[config.mk]
export PLATFORM = sky130hd
export DESIGN_NAME = strobe_port_latch
export DESIGN_NICKNAME = d
export VERILOG_FILES = /design/src/rtl/spl_pkg.sv /design/src/rtl/spl_sync.sv /design/src/rtl/spl_ctrl.sv /design/src/rtl/spl_datapath.sv /design/src/rtl/strobe_port_latch.sv
export SDC_FILE = /design/constraint.sdc
export NUM_CORES = 1
export LEC_CHECK = 0
export ABC_AREA = 1
export BUFFER_PORTS_ARGS = -buffer_cell sky130_fd_sc_hd__buf_2
export CORE_ASPECT_RATIO = 1.1
export CORE_MARGIN = 4
export CORE_UTILIZATION = 35
export DETAILED_ROUTE_END_ITERATION = 7
export SLEW_MARGIN = 20
export SYNTH_ARGS = -nofsm -noshare
export SYNTH_HDL_FRONTEND = slang
export SYNTH_SLANG_ARGS = --single-unit
[constraint.sdc]
create_clock -name clk -period 1.7 [get_ports clk]
set_input_delay 0.425 -clock clk [delete_from_list [all_inputs] [get_ports clk]]
set_output_delay 0.425 -clock clk [all_outputs]
set_load 0.02 [all_outputs]
[src/rtl/spl_pkg.sv]
package spl_pkg;
  localparam int DATA_W = 8;
  localparam int ADDR_W = 3;
  localparam int SYNC_STAGES = 2;

  localparam logic [ADDR_W-1:0] OFS_STAT  = 3'h2;
  localparam logic [ADDR_W-1:0] OFS_PORT  = 3'h3;
  localparam logic [ADDR_W-1:0] OFS_LATCH = 3'h5;
  localparam logic [ADDR_W-1:0] OFS_DIR   = 3'h7;

  localparam int FLAG_BIT = 7;
  localparam int EDGE_BIT = 1;

  typedef struct packed {
    logic wrPort;
    logic wrDir;
    logic wrStat;
    logic capture;
  } ctrlStrobes_t;
endpackage

[src/rtl/spl_sync.sv]
module spl_sync #(
  parameter int WIDTH  = 1,
  parameter int STAGES = 2
) (
  input  logic             clk,
  input  logic             rstN,
  input  logic [WIDTH-1:0] asyncIn,
  output logic [WIDTH-1:0] syncOut
);
  logic [WIDTH-1:0] stageQ [STAGES];

  generate
    for (genvar s = 0; s < STAGES; s++) begin : g_stage
      if (s == 0) begin : g_first
        always_ff @(posedge clk) begin
          if (!rstN) stageQ[0] <= '0;
          else       stageQ[0] <= asyncIn;
        end
      end else begin : g_rest
        always_ff @(posedge clk) begin
          if (!rstN) stageQ[s] <= '0;
          else       stageQ[s] <= stageQ[s-1];
        end
      end
    end
  endgenerate

  assign syncOut = stageQ[STAGES-1];
endmodule

[src/rtl/spl_ctrl.sv]
module spl_ctrl
  import spl_pkg::*;
#(
  parameter int AW = ADDR_W
) (
  input  logic          clk,
  input  logic          rstN,
  input  logic [AW-1:0] busAddr,
  input  logic          busWr,
  input  logic          busRd,
  input  logic          strobeSync,
  input  logic          edgeRise,
  output ctrlStrobes_t  strb,
  output logic          flagQ
);
  logic strobePrev;
  logic edgeDet;
  logic armedQ;
  logic rdStat;
  logic rdLatch;

  always_ff @(posedge clk) begin
    if (!rstN) strobePrev <= 1'b0;
    else       strobePrev <= strobeSync;
  end

  always_comb begin
    if (edgeRise) edgeDet = strobeSync & ~strobePrev;
    else          edgeDet = ~strobeSync & strobePrev;
  end

  assign rdStat  = busRd && (busAddr == OFS_STAT);
  assign rdLatch = busRd && (busAddr == OFS_LATCH);

  always_comb begin
    strb.wrPort  = busWr && (busAddr == OFS_PORT);
    strb.wrDir   = busWr && (busAddr == OFS_DIR);
    strb.wrStat  = busWr && (busAddr == OFS_STAT);
    strb.capture = edgeDet;
  end

  // a new capture outranks the clearing read
  always_ff @(posedge clk) begin
    if (!rstN)                  flagQ <= 1'b0;
    else if (edgeDet)           flagQ <= 1'b1;
    else if (rdLatch && armedQ) flagQ <= 1'b0;
  end

  always_ff @(posedge clk) begin
    if (!rstN)                  armedQ <= 1'b0;
    else if (strb.wrStat)       armedQ <= 1'b0;
    else if (rdStat)            armedQ <= flagQ;
    else if (rdLatch && armedQ) armedQ <= 1'b0;
  end
endmodule

[src/rtl/spl_datapath.sv]
module spl_datapath
  import spl_pkg::*;
#(
  parameter int WIDTH = DATA_W,
  parameter int AW    = ADDR_W
) (
  input  logic             clk,
  input  logic             rstN,
  input  ctrlStrobes_t     strb,
  input  logic [AW-1:0]    busAddr,
  input  logic [WIDTH-1:0] busWData,
  input  logic [WIDTH-1:0] pinSync,
  input  logic             flagQ,
  output logic [WIDTH-1:0] busRData,
  output logic [WIDTH-1:0] pinOut,
  output logic [WIDTH-1:0] pinOe,
  output logic             edgeRise,
  output logic [WIDTH-1:0] latchQ
);
  logic [WIDTH-1:0] outRegQ;
  logic [WIDTH-1:0] dirRegQ;
  logic             edgeSelQ;
  logic [WIDTH-1:0] portView;
  logic [WIDTH-1:0] statView;

  always_ff @(posedge clk) begin
    if (!rstN) begin
      outRegQ  <= '0;
      dirRegQ  <= '0;
      edgeSelQ <= 1'b0;
      latchQ   <= '0;
    end else begin
      if (strb.wrPort)  outRegQ  <= busWData;
      if (strb.wrDir)   dirRegQ  <= busWData;
      if (strb.wrStat)  edgeSelQ <= busWData[EDGE_BIT];
      if (strb.capture) latchQ   <= pinSync;
    end
  end

  generate
    for (genvar b = 0; b < WIDTH; b++) begin : g_view
      assign portView[b] = dirRegQ[b] ? outRegQ[b] : pinSync[b];
    end
  endgenerate

  always_comb begin
    statView           = '0;
    statView[FLAG_BIT] = flagQ;
    statView[EDGE_BIT] = edgeSelQ;
  end

  always_comb begin
    case (busAddr)
      OFS_STAT:  busRData = statView;
      OFS_PORT:  busRData = portView;
      OFS_LATCH: busRData = latchQ;
      OFS_DIR:   busRData = dirRegQ;
      default:   busRData = '0;
    endcase
  end

  assign pinOut   = outRegQ;
  assign pinOe    = dirRegQ;
  assign edgeRise = edgeSelQ;
endmodule

[src/rtl/strobe_port_latch.sv]
module strobe_port_latch
  import spl_pkg::*;
(
  input  logic              clk,
  input  logic              rstN,
  input  logic [ADDR_W-1:0] busAddr,
  input  logic              busWr,
  input  logic              busRd,
  input  logic [DATA_W-1:0] busWData,
  output logic [DATA_W-1:0] busRData,
  input  logic              strobeIn,
  input  logic [DATA_W-1:0] pinIn,
  output logic [DATA_W-1:0] pinOut,
  output logic [DATA_W-1:0] pinOe
);
  ctrlStrobes_t      strb;
  logic              flagQ;
  logic              edgeRise;
  logic              strobeSync;
  logic [DATA_W-1:0] pinSync;
  logic [DATA_W-1:0] latchQ;

  spl_sync #(.WIDTH(1), .STAGES(SYNC_STAGES)) uStrobeSync (
    .clk(clk), .rstN(rstN), .asyncIn(strobeIn), .syncOut(strobeSync)
  );

  spl_sync #(.WIDTH(DATA_W), .STAGES(SYNC_STAGES)) uPinSync (
    .clk(clk), .rstN(rstN), .asyncIn(pinIn), .syncOut(pinSync)
  );

  spl_ctrl #(.AW(ADDR_W)) uCtrl (
    .clk(clk), .rstN(rstN), .busAddr(busAddr), .busWr(busWr), .busRd(busRd),
    .strobeSync(strobeSync), .edgeRise(edgeRise), .strb(strb), .flagQ(flagQ)
  );

  spl_datapath #(.WIDTH(DATA_W), .AW(ADDR_W)) uData (
    .clk(clk), .rstN(rstN), .strb(strb), .busAddr(busAddr), .busWData(busWData),
    .pinSync(pinSync), .flagQ(flagQ), .busRData(busRData), .pinOut(pinOut),
    .pinOe(pinOe), .edgeRise(edgeRise), .latchQ(latchQ)
  );
endmodule

After elaboration in Yosys (flattened, before gate mapping):

Memory sizes are Yosys's and may differ from the RTL's.
Cells that the tools add are included.

* input port bits: 24
* bits in writable memories: 18
* word-level logic and storage cells: 50
* register bits after elaboration: 28
* memories: 2
* output and inout bits: 24

Memories
* uPinSync.stageQ: depth 2, width 8, rd ports 2, clocked after memory_dff 0, write ports 2, RTL line spl_sync.sv:10 `logic [WIDTH-1:0] stageQ [STAGES];`
* uStrobeSync.stageQ: depth 2, width 1, rd ports 2, clocked after memory_dff 0, write ports 2, RTL line spl_sync.sv:10

* equality and inequality tests: 4
* muxes and demuxes: 19
* bitwise logic cells: 9
* reductions and logical operators: 9

Operators by type and width (count)
* $pmux W8 S4: 1
* $mux W1: 16
* $mux W8: 2
* $eq A3 B2 Y1 const B: 2
* $eq A3 B3 Y1 const B: 2
* $logic_and A1 B1 Y1: 6
* $or A1 B1 Y1: 4
* $reduce_bool A2 Y1: 2
* $not A1 Y1: 3
* $and A1 B1 Y1: 2
* $reduce_or A2 Y1: 1

Depth between registers and ports, before layout:

Gate-level depths: netlist of the first run.

* depth after elaboration: 5
* gate-level depth with buffers: 7
* depth with buffers taken out: 7

Hierarchy:

A second synthesis of the first run with hierarchy kept.

* cells, all modules: 268
* area total of the unflattened synthesis: 1998.2 um^2

Modules (own cells, without submodules)
* spl_datapath: sequential area each 500.5 um^2, cells an instance 176, area each 1233.7 um^2, times used 1
* spl_sync (uPinSync): sequential area each 320.3 um^2, cells an instance 50, area each 484.2 um^2, times used 1
* spl_ctrl: sequential area each 60.1 um^2, cells an instance 36, area each 225.2 um^2, times used 1
* spl_sync (uStrobeSync): sequential area each 40.0 um^2, cells an instance 6, area each 55.1 um^2, times used 1

Least setup slack after synthesis of the first run:

No wires, ideal clock.

* path kind: input to output
* start: input busAddr[0]
* end: output busRData[7]
* stages: 5
* path buffers: 0
* setup slack: 0.282 ns
* arrival: 0.993 ns
* data required time: 1.275 ns
* cells stage by stage: inv_1 nand3_1 nor2_1 a21oi_1 nand3_1

* word-level cells in the longest chain between the ends: 2
* elaborated cells between the ends (all ways): 5
* classes of those cells: eq/ne (4); mux (1)

Ends and longest elaborated chain
* start, declared: RTL line strobe_port_latch.sv:6 `input logic [ADDR_W-1:0] busAddr,`
* $eq A3 B3 Y1 / $eq A3 B2 Y1 (equally long branches): RTL line spl_datapath.sv:53 `case (busAddr)`
* $pmux W8 S4 *: RTL line spl_datapath.sv:53
* end, declared: RTL line strobe_port_latch.sv:10 `output logic [DATA_W-1:0] busRData,`

Mark *: on every way between the ends. The rest lies on a longest branch, timed or not.

Final worst setup path of the first run:

* start: input busAddr[1]
* end: output busRData[7]

Same word-level chain as after synthesis.

==> load_flow_metrics.sql, run 1 <==
INSERT INTO impl_metrics (metric_group, metric, value, unit) VALUES
('run_status', 'run_status', 'finished clean', ''),
('sta', 'final-hold-violation-count', '0', ''),
('pwr', 'p_clk_share', '37.2', '%'),
('pwr', 'leakage', '1.27', 'nW'),
('pwr', 'switchingPower', '0.485', 'mW'),
('yosys', 'synth_largest_type_area_fraction', '50.3', '%'),
('floorplanning', 'core_area', '0.00503', 'mm^2'),
('floorplanning', 'row_count', '27', ''),
('cts', 'worst_skew_pair.late_latency', '0.29', 'ns'),
('yosys', 'synthDominantAreaCellType', 'sky130_fd_sc_hd__dfxtp_1', ''),
('sta', 'slew-limit-headroom', '82.4', '%'),
('floorplanning', 'pin_count', '48', ''),
('job', 'max_cap_viol_count', '0', ''),
('yosys', 'synth_sequential_area_ratio', '50.3', '%'),
('place', 'place_congestion', '0.754', ''),
('worst_setup_path', 'crit_start_category', 'primary input', ''),
('route', 'drt-total-wl', '4210', 'um'),
('worst_setup_path', 'timing.rr.start', 'uCtrl.flagQ', ''),
('place', 'placedInstanceArea', '0.00222', 'mm^2'),
('pwr', 'pwr_density_cell', '889', 'mW/mm^2'),
('pwr', 'switching_share', '22.4', '%'),
('global_route', 'grt_pass1_vias', '1565', ''),
('worst_setup_path', 'reg2reg_slack', '0.33', 'ns'),
('floorplanning', 'die_height', '83.9', 'um'),
('sta', 'worst_pin_slew', '0.263', 'ns'),
('cts', 'clkSlewWorstSetupHoldPaths', '0.08', 'ns'),
('yosys', 'synthesis.area', '0.00183', 'mm^2'),
('place', 'place_inst', '364', ''),
('worst_setup_path', 'critical_path.reg2reg.endpoint', 'uCtrl.armedQ', ''),
('worst_hold_path', 'timing.hold.worst.class', 'in -> reg', ''),
('route', 'drtAntennaViolNets', '0', ''),
('route', 'route.detailed.wl_per_inst', '11.1', 'um'),
('global_route', 'grt_pass1_wl', '7040', 'um'),
('cts', 'cts.htree.levels', '2', ''),
('floorplanning', 'die_area', '0.00646', 'mm^2'),
('worst_setup_path', 'worst-r2r-cell-count', '10', ''),
('cts', 'cts_tree', 'yes', ''),
('global_route', 'grt_start_max_net_pins', '30', ''),
('cells_and_area', 'inserted_diodes', '0', ''),
('worst_setup_path', 'crit_type', 'in -> out', ''),
('yosys', 'synth_seq_cells', '46', ''),
('place', 'dp_hpwl', '2950', 'um'),
('global_route', 'global_route.usage.total', '13.4', '%'),
('pwr', 'irDropWorstVdd', '0.563', 'mV'),
('yosys', 'synth_top_cells_by_area', 'sky130_fd_sc_hd__dfxtp_1 50%, sky130_fd_sc_hd__nand2_1 11%, sky130_fd_sc_hd__o21ai_0 9.0%', ''),
('route', 'drt-pass1-iter-count', '4', ''),
('cts', 'clock_sink_count', '46', ''),
('cts', 'cts_hold_buffers', '0', ''),
('sta', 'finalSetupViolCount', '0', ''),
('route', 'drcViolationCount', '0', ''),
('yosys', 'unique_masters_post_synth', '21', ''),
('sta', 'final.setup_skew', '0.00508', 'ns'),
('route', 'avgViaCountPerCell', '4.43', ''),
('global_route', 'globalRoute.totalOverflow', '0', ''),
('cells_and_area', 'final_layout_size_suffix_gt1_share', '27.2', '%'),
('pwr', 'power.share.combinational', '10.1', '%'),
('worst_setup_path', 'setup.worst_path.end_class', 'primary output', ''),
('yosys', 'synthesized_netlist_net_count', '278', ''),
('sta', 'finalCriticalPeriod', '1.67', 'ns'),
('yosys', 'mean_cell_area_of_the_mapped_netlist', '7.21', 'um^2'),
('worst_setup_path', 'crit_path_max_fanout', '4', ''),
('pwr', 'intPower', '1.68', 'mW'),
('route', 'drt-initial-drc-count', '80', ''),
('yosys', 'synth_warnings', '0', ''),
('worst_setup_path', 'timing.critical_path.required', '1.27', 'ns'),
('pwr', 'power.total', '2.17', 'mW'),
('floorplanning', 'fp.dieW', '77.0', 'um'),
('place', 'portBuffers', '47', ''),
('sta', 'fmax', '599', 'MHz'),
('cts', 'cts_max_path_buffers', '2', ''),
('worst_setup_path', 'cp-endpoint', 'busRData[7]', '');
==> worst max-delay path, stage by stage <==
cell,delay [ns]
sky130_fd_sc_hd__buf_2,0.13
sky130_fd_sc_hd__buf_4,0.13
sky130_fd_sc_hd__nand3_2,0.10
sky130_fd_sc_hd__nor2_2,0.17
sky130_fd_sc_hd__a21oi_2,0.04
sky130_fd_sc_hd__nand3_1,0.09
sky130_fd_sc_hd__buf_4,0.15
==> through the flow <==
step                TNS (ns)  util (%)  setup slack, ns  hold slack (ns)
finish                     0      48.4           0.0311            0.313
global route         -0.0125      48.4         -0.00803            0.302
CTS                 -0.00202      47.3         -0.00202            0.304
detailed placement   -0.0266      44.0          -0.0106            0.395
global placement           0      44.0          0.00383            0.394
floorplan                  0         -            0.282            0.390
==> what timing repair did <==
| action | in CTS | in global routing |
|---|---|---|
| gates cloned | 0 | 1 |
| pin swaps | 1 | 3 |
| setup buffers | 6 | 0 |
| endpoints found under the setup margin | 3 | 8 |
| gates resized for setup | 3 | 22 |
==> flip-flops by register name, summed over array words and instances, names as in the netlist <==
| register | count |
|---|---|
| uCtrl.flagQ | 1 |
| uData.edgeRise | 1 |
| uData.pinOut | 8 |
| uData.latchQ | 8 |
| uCtrl.armedQ | 1 |
| uPinSync.stageQ | 16 |
| uData.pinOe | 8 |
| uStrobeSync.stageQ | 2 |
| uCtrl.strobePrev | 1 |
==> power groups by stage <==
stage	registers, mW	logic, mW	clock network [mW]
global route	1.15	0.244	0.885
finish	1.14	0.218	0.805
detailed placement	1.17	0.204	0
floorplan	1.18	0.0943	0
CTS	1.14	0.207	0.834
global placement	1.17	0.201	0
==> layout make-up <==
type	instances	area (um^2)
fill	516	2600
clock buffer	6	82.6
tap	58	72.6
clock inverter	1	30.0
timing repair buffer	65	425
sequential	46	922
inverter	47	179
multi-input combinational	155	726
==> Yosys cell counts <==
cell type,n
sky130_fd_sc_hd__a21boi_1,1
sky130_fd_sc_hd__a21oi_1,11
sky130_fd_sc_hd__buf_1,1
sky130_fd_sc_hd__buf_2,1
sky130_fd_sc_hd__buf_6,1
sky130_fd_sc_hd__clkbuf_1,3
sky130_fd_sc_hd__clkinv_1,1
sky130_fd_sc_hd__dfxtp_1,46
sky130_fd_sc_hd__inv_1,43
sky130_fd_sc_hd__inv_2,3
sky130_fd_sc_hd__nand2_1,53
sky130_fd_sc_hd__nand3_1,10
sky130_fd_sc_hd__nand3_2,1
sky130_fd_sc_hd__nand4_1,2
sky130_fd_sc_hd__nand4_2,1
sky130_fd_sc_hd__nor2_1,38
sky130_fd_sc_hd__nor2_2,1
sky130_fd_sc_hd__nor2_4,1
sky130_fd_sc_hd__nor3_4,1
sky130_fd_sc_hd__o211ai_1,2
sky130_fd_sc_hd__o21ai_0,33
==> worst min path at each step <==
stage | from | to | slack (ns) | depth (start not counted)
after CTS | pinIn[7] | uPinSync.stageQ[0][7] | 0.30 | 3
final | pinIn[6] | uPinSync.stageQ[0][6] | 0.31 | 3
after global routing | pinIn[3] | uPinSync.stageQ[0][3] | 0.30 | 3
after detailed placement | uPinSync.stageQ[0][0] | uPinSync.stageQ[1][0] | 0.40 | 2
after floorplan | uPinSync.stageQ[0][0] | uPinSync.stageQ[1][0] | 0.39 | 2
after global placement | uPinSync.stageQ[0][0] | uPinSync.stageQ[1][0] | 0.39 | 2
==> per-layer routing <==
metal	global-route usage (%)	vias up	part of all wire (%)	wire length (um)
li1	-	913	-	-
met2	22.2	42	47	1960
met1	16.7	716	47	1960
met3	4.32	4	5.9	249
met5	0	-	0	0
met4	3.40	0	0.93	39
==> cells in the final DEF (no fill, tap or decap), types with 4 or more instances in the layout <==
cell type and count:
sky130_fd_sc_hd__buf_4 18, sky130_fd_sc_hd__nand3_1 9, sky130_fd_sc_hd__o21ai_0 30, sky130_fd_sc_hd__dfxtp_1 45
sky130_fd_sc_hd__nand2_1 52, sky130_fd_sc_hd__buf_2 41, sky130_fd_sc_hd__buf_6 4, sky130_fd_sc_hd__a21oi_1 9
sky130_fd_sc_hd__inv_1 42, sky130_fd_sc_hd__nor2_1 37, sky130_fd_sc_hd__clkbuf_8 6
==> cell families after synthesis <==
group / Yosys count / synth area share, %
compound gates: 47 / 13.3
buf+inv: 53 / 11.3
flops: 46 / 50.3
simple gates: 108 / 25.1
No activity file was read; power rests on OpenSTA's default activity.
==> run 2, diff against run 1 <==
--- a/config.mk
+++ b/config.mk
@@ -14,4 +14,5 @@
 export SLEW_MARGIN = 20
 export SYNTH_ARGS = -nofsm -noshare
 export SYNTH_HDL_FRONTEND = slang
+export SYNTH_HIERARCHICAL = 1
 export SYNTH_SLANG_ARGS = --single-unit
==> run 2 against run 1 <==
Net effect: combinational power grew 4%; cell count rose by 5.0%; global-route usage rose by 1.0 points; hold slack worse by 0.0089 ns; cell area grew 0.36%; total power grew 1.3%; fmax is 3.1% higher; critical path type is now reg -> out.
==> load_flow_metrics.sql, run 2 <==
INSERT INTO impl_metrics (metric_group, metric, value, unit) VALUES
('worst_setup_path', 'cp-endpoint', 'busRData[5]', ''),
('worst_setup_path', 'max_stage_delay', '0.42', 'ns'),
('global_route', 'globalRoute.totalOverflow', '0', ''),
('pwr', 'switching_share', '24.9', '%'),
('worst_hold_path', 'min_from', 'pinIn[7]', ''),
('global_route', 'grt_pass1_vias', '1714', ''),
('yosys', 'synth_top_cells_by_area', 'sky130_fd_sc_hd__dfxtp_1 46%, sky130_fd_sc_hd__inv_1 8.5%, sky130_fd_sc_hd__nand2_1 7.9%', ''),
('sta', 'finalSetupViolCount', '0', ''),
('cells_and_area', 'most-common-layout-cells', '44 x sky130_fd_sc_hd__buf_2, 44 x sky130_fd_sc_hd__inv_1, 43 x sky130_fd_sc_hd__dfxtp_1', ''),
('sta', 'maxSlewViolCount', '0', ''),
('worst_setup_path', 'critical_path_buf_inv_count', '1', ''),
('cts', 'cts_max_path_buffers', '2', ''),
('route', 'avgViaCountPerCell', '4.47', ''),
('worst_setup_path', 'crit_type', 'reg -> out', ''),
('worst_setup_path', 'crit_start_category', 'flop', ''),
('pwr', 'switchingPower', '0.547', 'mW'),
('yosys', 'synthesis.area', '0.00200', 'mm^2'),
('pwr', 'pwr_density_cell', '897', 'mW/mm^2'),
('cts', 'cts.htree.levels', '2', ''),
('pwr', 'p_clk_share', '37.5', '%'),
('cells_and_area', 'final_layout_size_suffix_gt1_share', '26.4', '%'),
('cts', 'cts_tree', 'yes', ''),
('place', 'dpl_worst_slack', '-0.00320', 'ns'),
('sta', 'postLayoutSetupSlackWorst', '0.0808', 'ns'),
('cells_and_area', 'design.final.nets', '345', ''),
('worst_setup_path', 'critPathTopFamily', 'flip-flops', ''),
('worst_hold_path', 'timing.hold.worst.class', 'in -> reg', ''),
('cells_and_area', 'inserted_diodes', '0', ''),
('yosys', 'mean_cell_area_of_the_mapped_netlist', '7.46', 'um^2'),
('global_route', 'global_route.peak_usage_layer', 'met2', ''),
('cts', 'cts-root-buf', 'sky130_fd_sc_hd__clkbuf_8', ''),
('route', 'dr_total_vias', '1776', ''),
('route', 'drt-initial-drc-count', '102', ''),
('yosys', 'yosys-top-cells-count', '46 x sky130_fd_sc_hd__dfxtp_1, 45 x sky130_fd_sc_hd__inv_1, 42 x sky130_fd_sc_hd__nand2_1, 35 x sky130_fd_sc_hd__nor2_1, 28 x sky130_fd_sc_hd__o21ai_0', ''),
('yosys', 'synth_seq_cells', '46', ''),
('pwr', 'sequentialPowerShare', '52.1', '%'),
('floorplanning', 'die_height', '87.2', 'um'),
('cells_and_area', 'top_register', 'uPinSync/stageQ', ''),
('sta', 'finalCriticalPeriod', '1.62', 'ns'),
('cts', 'post_cts.repair.setup_buffers', '0', ''),
('yosys', 'synth_largest_type_area_fraction', '46.1', '%'),
('place', 'dp_hpwl', '3250', 'um'),
('yosys', 'synth_async_reset_ratio', '0', '%'),
('yosys', 'synthDominantAreaCellType', 'sky130_fd_sc_hd__dfxtp_1', ''),
('floorplanning', 'starting_utilization_of_the_core_area', '36.6', '%'),
('sta', 'final-hold-violation-count', '0', ''),
('cells_and_area', 'filler_cell_count', '588', ''),
('global_route', 'use_met2', '23.0', '%'),
('worst_setup_path', 'critical_path.reg2reg.endpoint', 'uData/latchQ[0]', ''),
('sta', 'fmax', '618', 'MHz'),
('place', 'place_congestion', '0.850', ''),
('worst_setup_path', 'worst-endpoint-arrival', '1.19', 'ns'),
('worst_setup_path', 'setup.worst_path.end_class', 'primary output', ''),
('route', 'drt-total-wl', '4610', 'um'),
('floorplanning', 'core_area', '0.00547', 'mm^2'),
('route', 'drtAntennaViolNets', '0', ''),
('worst_setup_path', 'reg2reg_slack', '0.50', 'ns'),
('yosys', 'synth_sequential_area_ratio', '46.1', '%'),
('yosys', 'postSynth.topFlopCell', 'sky130_fd_sc_hd__dfxtp_1', ''),
('global_route', 'grt_antenna_before_repair', '0', ''),
('yosys', 'synth.most_common_cell', 'sky130_fd_sc_hd__dfxtp_1', ''),
('global_route', 'grt_pass1_wl', '7810', 'um'),
('pwr', 'intPower', '1.65', 'mW'),
('route', 'drcViolationCount', '0', ''),
('sta', 'slew-limit-headroom', '77.5', '%'),
('sta', 'setup_repair_after_global_routing_missed_its_margin', 'false', ''),
('worst_setup_path', 'stages_on_the_worst_setup_path', '5', ''),
('floorplanning', 'row_count', '28', ''),
('worst_setup_path', 'crit_chain', 'nand2_1, o21ai_0, nand2_1, nand3_1, buf_2', ''),
('pwr', 'power.share.combinational', '10.4', '%'),
('global_route', 'grt_start_max_net_pins', '47', ''),
('cts', 'cts_hold_buffers', '0', ''),
('pwr', 'irDropWorstVdd', '0.356', 'mV'),
('worst_setup_path', 'timing.rr.start', 'uData/edgeRise', ''),
('cts', 'worst_skew_pair.late_latency', '0.30', 'ns'),
('pwr', 'power.total', '2.19', 'mW'),
('yosys', 'unique_masters_post_synth', '23', ''),
('yosys', 'syn_inst', '268', ''),
('worst_setup_path', 'crit_path_max_fanout', '5', ''),
('worst_setup_path', 'timing.critical_path.required', '1.27', 'ns'),
('floorplanning', 'die_area', '0.00698', 'mm^2'),
('sta', 'final.hold.worst_slack', '0.304', 'ns'),
('cells_and_area', 'area.growth.synth_to_final', '22.4', '%'),
('worst_setup_path', 'critical-path-slowest-cell', 'sky130_fd_sc_hd__dfxtp_1', ''),
('worst_setup_path', 'startpoint', 'uData/pinOe[5]', ''),
('job', 'max_cap_viol_count', '0', ''),
('cts', 'inserted_clock_buffers', '5', ''),
('global_route', 'global_route.usage.total', '14.4', '%'),
('cts', 'clkSlewWorstSetupHoldPaths', '0.09', 'ns'),
('sta', 'period_share', '95.2', '%'),
('cells_and_area', 'number_of_flip_flops_under_the_largest_register_name', '16', ''),
('worst_setup_path', 'cell_seen_most_often_among_critical_path_stages', 'sky130_fd_sc_hd__nand2_1', ''),
('cells_and_area', 'multi_input_comb_area', '791', 'um^2'),
('run_status', 'run_status', 'finished clean', ''),
('sta', 'final.setup_skew', '0.00824', 'ns'),
('yosys', 'synthesized_netlist_net_count', '292', ''),
('yosys', 'synth_warnings', '6', ''),
('floorplanning', 'fp.dieW', '80.0', 'um'),
('floorplanning', 'pin_count', '48', ''),
('cts', 'clock_sink_count', '46', ''),
('place', 'portBuffers', '47', ''),
('worst_setup_path', 'worst-r2r-cell-count', '7', ''),
('pwr', 'leakage', '1.28', 'nW'),
('route', 'drt-pass1-iter-count', '4', ''),
('global_route', 'grt_util_met3', '3.73', '%'),
('yosys', 'synth_edf_count', '0', ''),
('cells_and_area', 'sequential_cell_area', '925', 'um^2'),
('global_route', 'gr-usage-met1', '18.0', '%'),
('route', 'route.detailed.wl_per_inst', '11.6', 'um'),
('sta', 'worst_pin_slew', '0.336', 'ns');
[run 2: power groups by stage]
stage          registers (mW)  logic [mW]  clock network (mW)
2_1_floorplan            1.18       0.129                   0
3_3_place_gp             1.17       0.224                   0
3_5_place_dp             1.17       0.225                   0
4_1_cts                  1.14       0.226               0.851
5_1_grt                  1.15       0.257               0.894
6_report                 1.14       0.227               0.823
[run 2: layout make-up]
class	count	area share (%)
Clock inverter	3	1.79
Multi-Input combinational cell	162	32.3
Inverter	48	7.47
Tap cell	75	3.84
Clock buffer	5	2.81
Sequential cell	46	37.8
Timing Repair Buffer	58	14.0
[run 2: metrics by stage]
stage	TNS [ns]	cells	util, %	instance area (um^2)
floorplan	0	268	-	2000
global placement	0	389	42.4	2320
detailed placement	-0.00320	389	42.4	2320
CTS	0	397	44.5	2430
global route	0	397	44.8	2450
finish	0	397	44.8	2450
[run 2: cells by family after synthesis]
logic type	count (synthesis)	share of synthesized area, %
DFF	46	46.1
and+or+nand+nor	118	28.6
AOI/OAI and AO/OA	44	11.0
buffers and inverters	60	14.3
[run 2: worst min-delay path by stage]
stage	to	slack, ns	cells past startpoint
after floorplan	uStrobeSync/stageQ[1]	0.39	2
after global placement	uPinSync/stageQ[1][7]	0.40	2
after detailed placement	uStrobeSync/stageQ[1]	0.40	2
after CTS	uPinSync/stageQ[0][7]	0.29	3
after global routing	uPinSync/stageQ[0][1]	0.30	3
final	uPinSync/stageQ[0][7]	0.30	3
[run 2: worst reg2reg max path, stage by stage, from the launching register on]
cell and delay, ns:
sky130_fd_sc_hd__dfxtp_1 0.38, sky130_fd_sc_hd__inv_1 0.05, sky130_fd_sc_hd__nand3b_1 0.07, sky130_fd_sc_hd__and2_1 0.15, sky130_fd_sc_hd__inv_1 0.06, sky130_fd_sc_hd__buf_4 0.17, sky130_fd_sc_hd__o21ai_0 0.17, sky130_fd_sc_hd__a21oi_1 0.05
[run 2: layer usage]
layer,vias up,wire length [um]
li1,948,-
met1,769,2110
met2,48,2170
met3,11,205
met5,-,0
met4,0,137
[run 2: repair_timing]
item | 4_1_cts | 5_1_grt
gates cloned | 0 | 0
gates resized for setup | 1 | 8
pin swaps | 0 | 0
setup endpoints to repair | 1 | 5
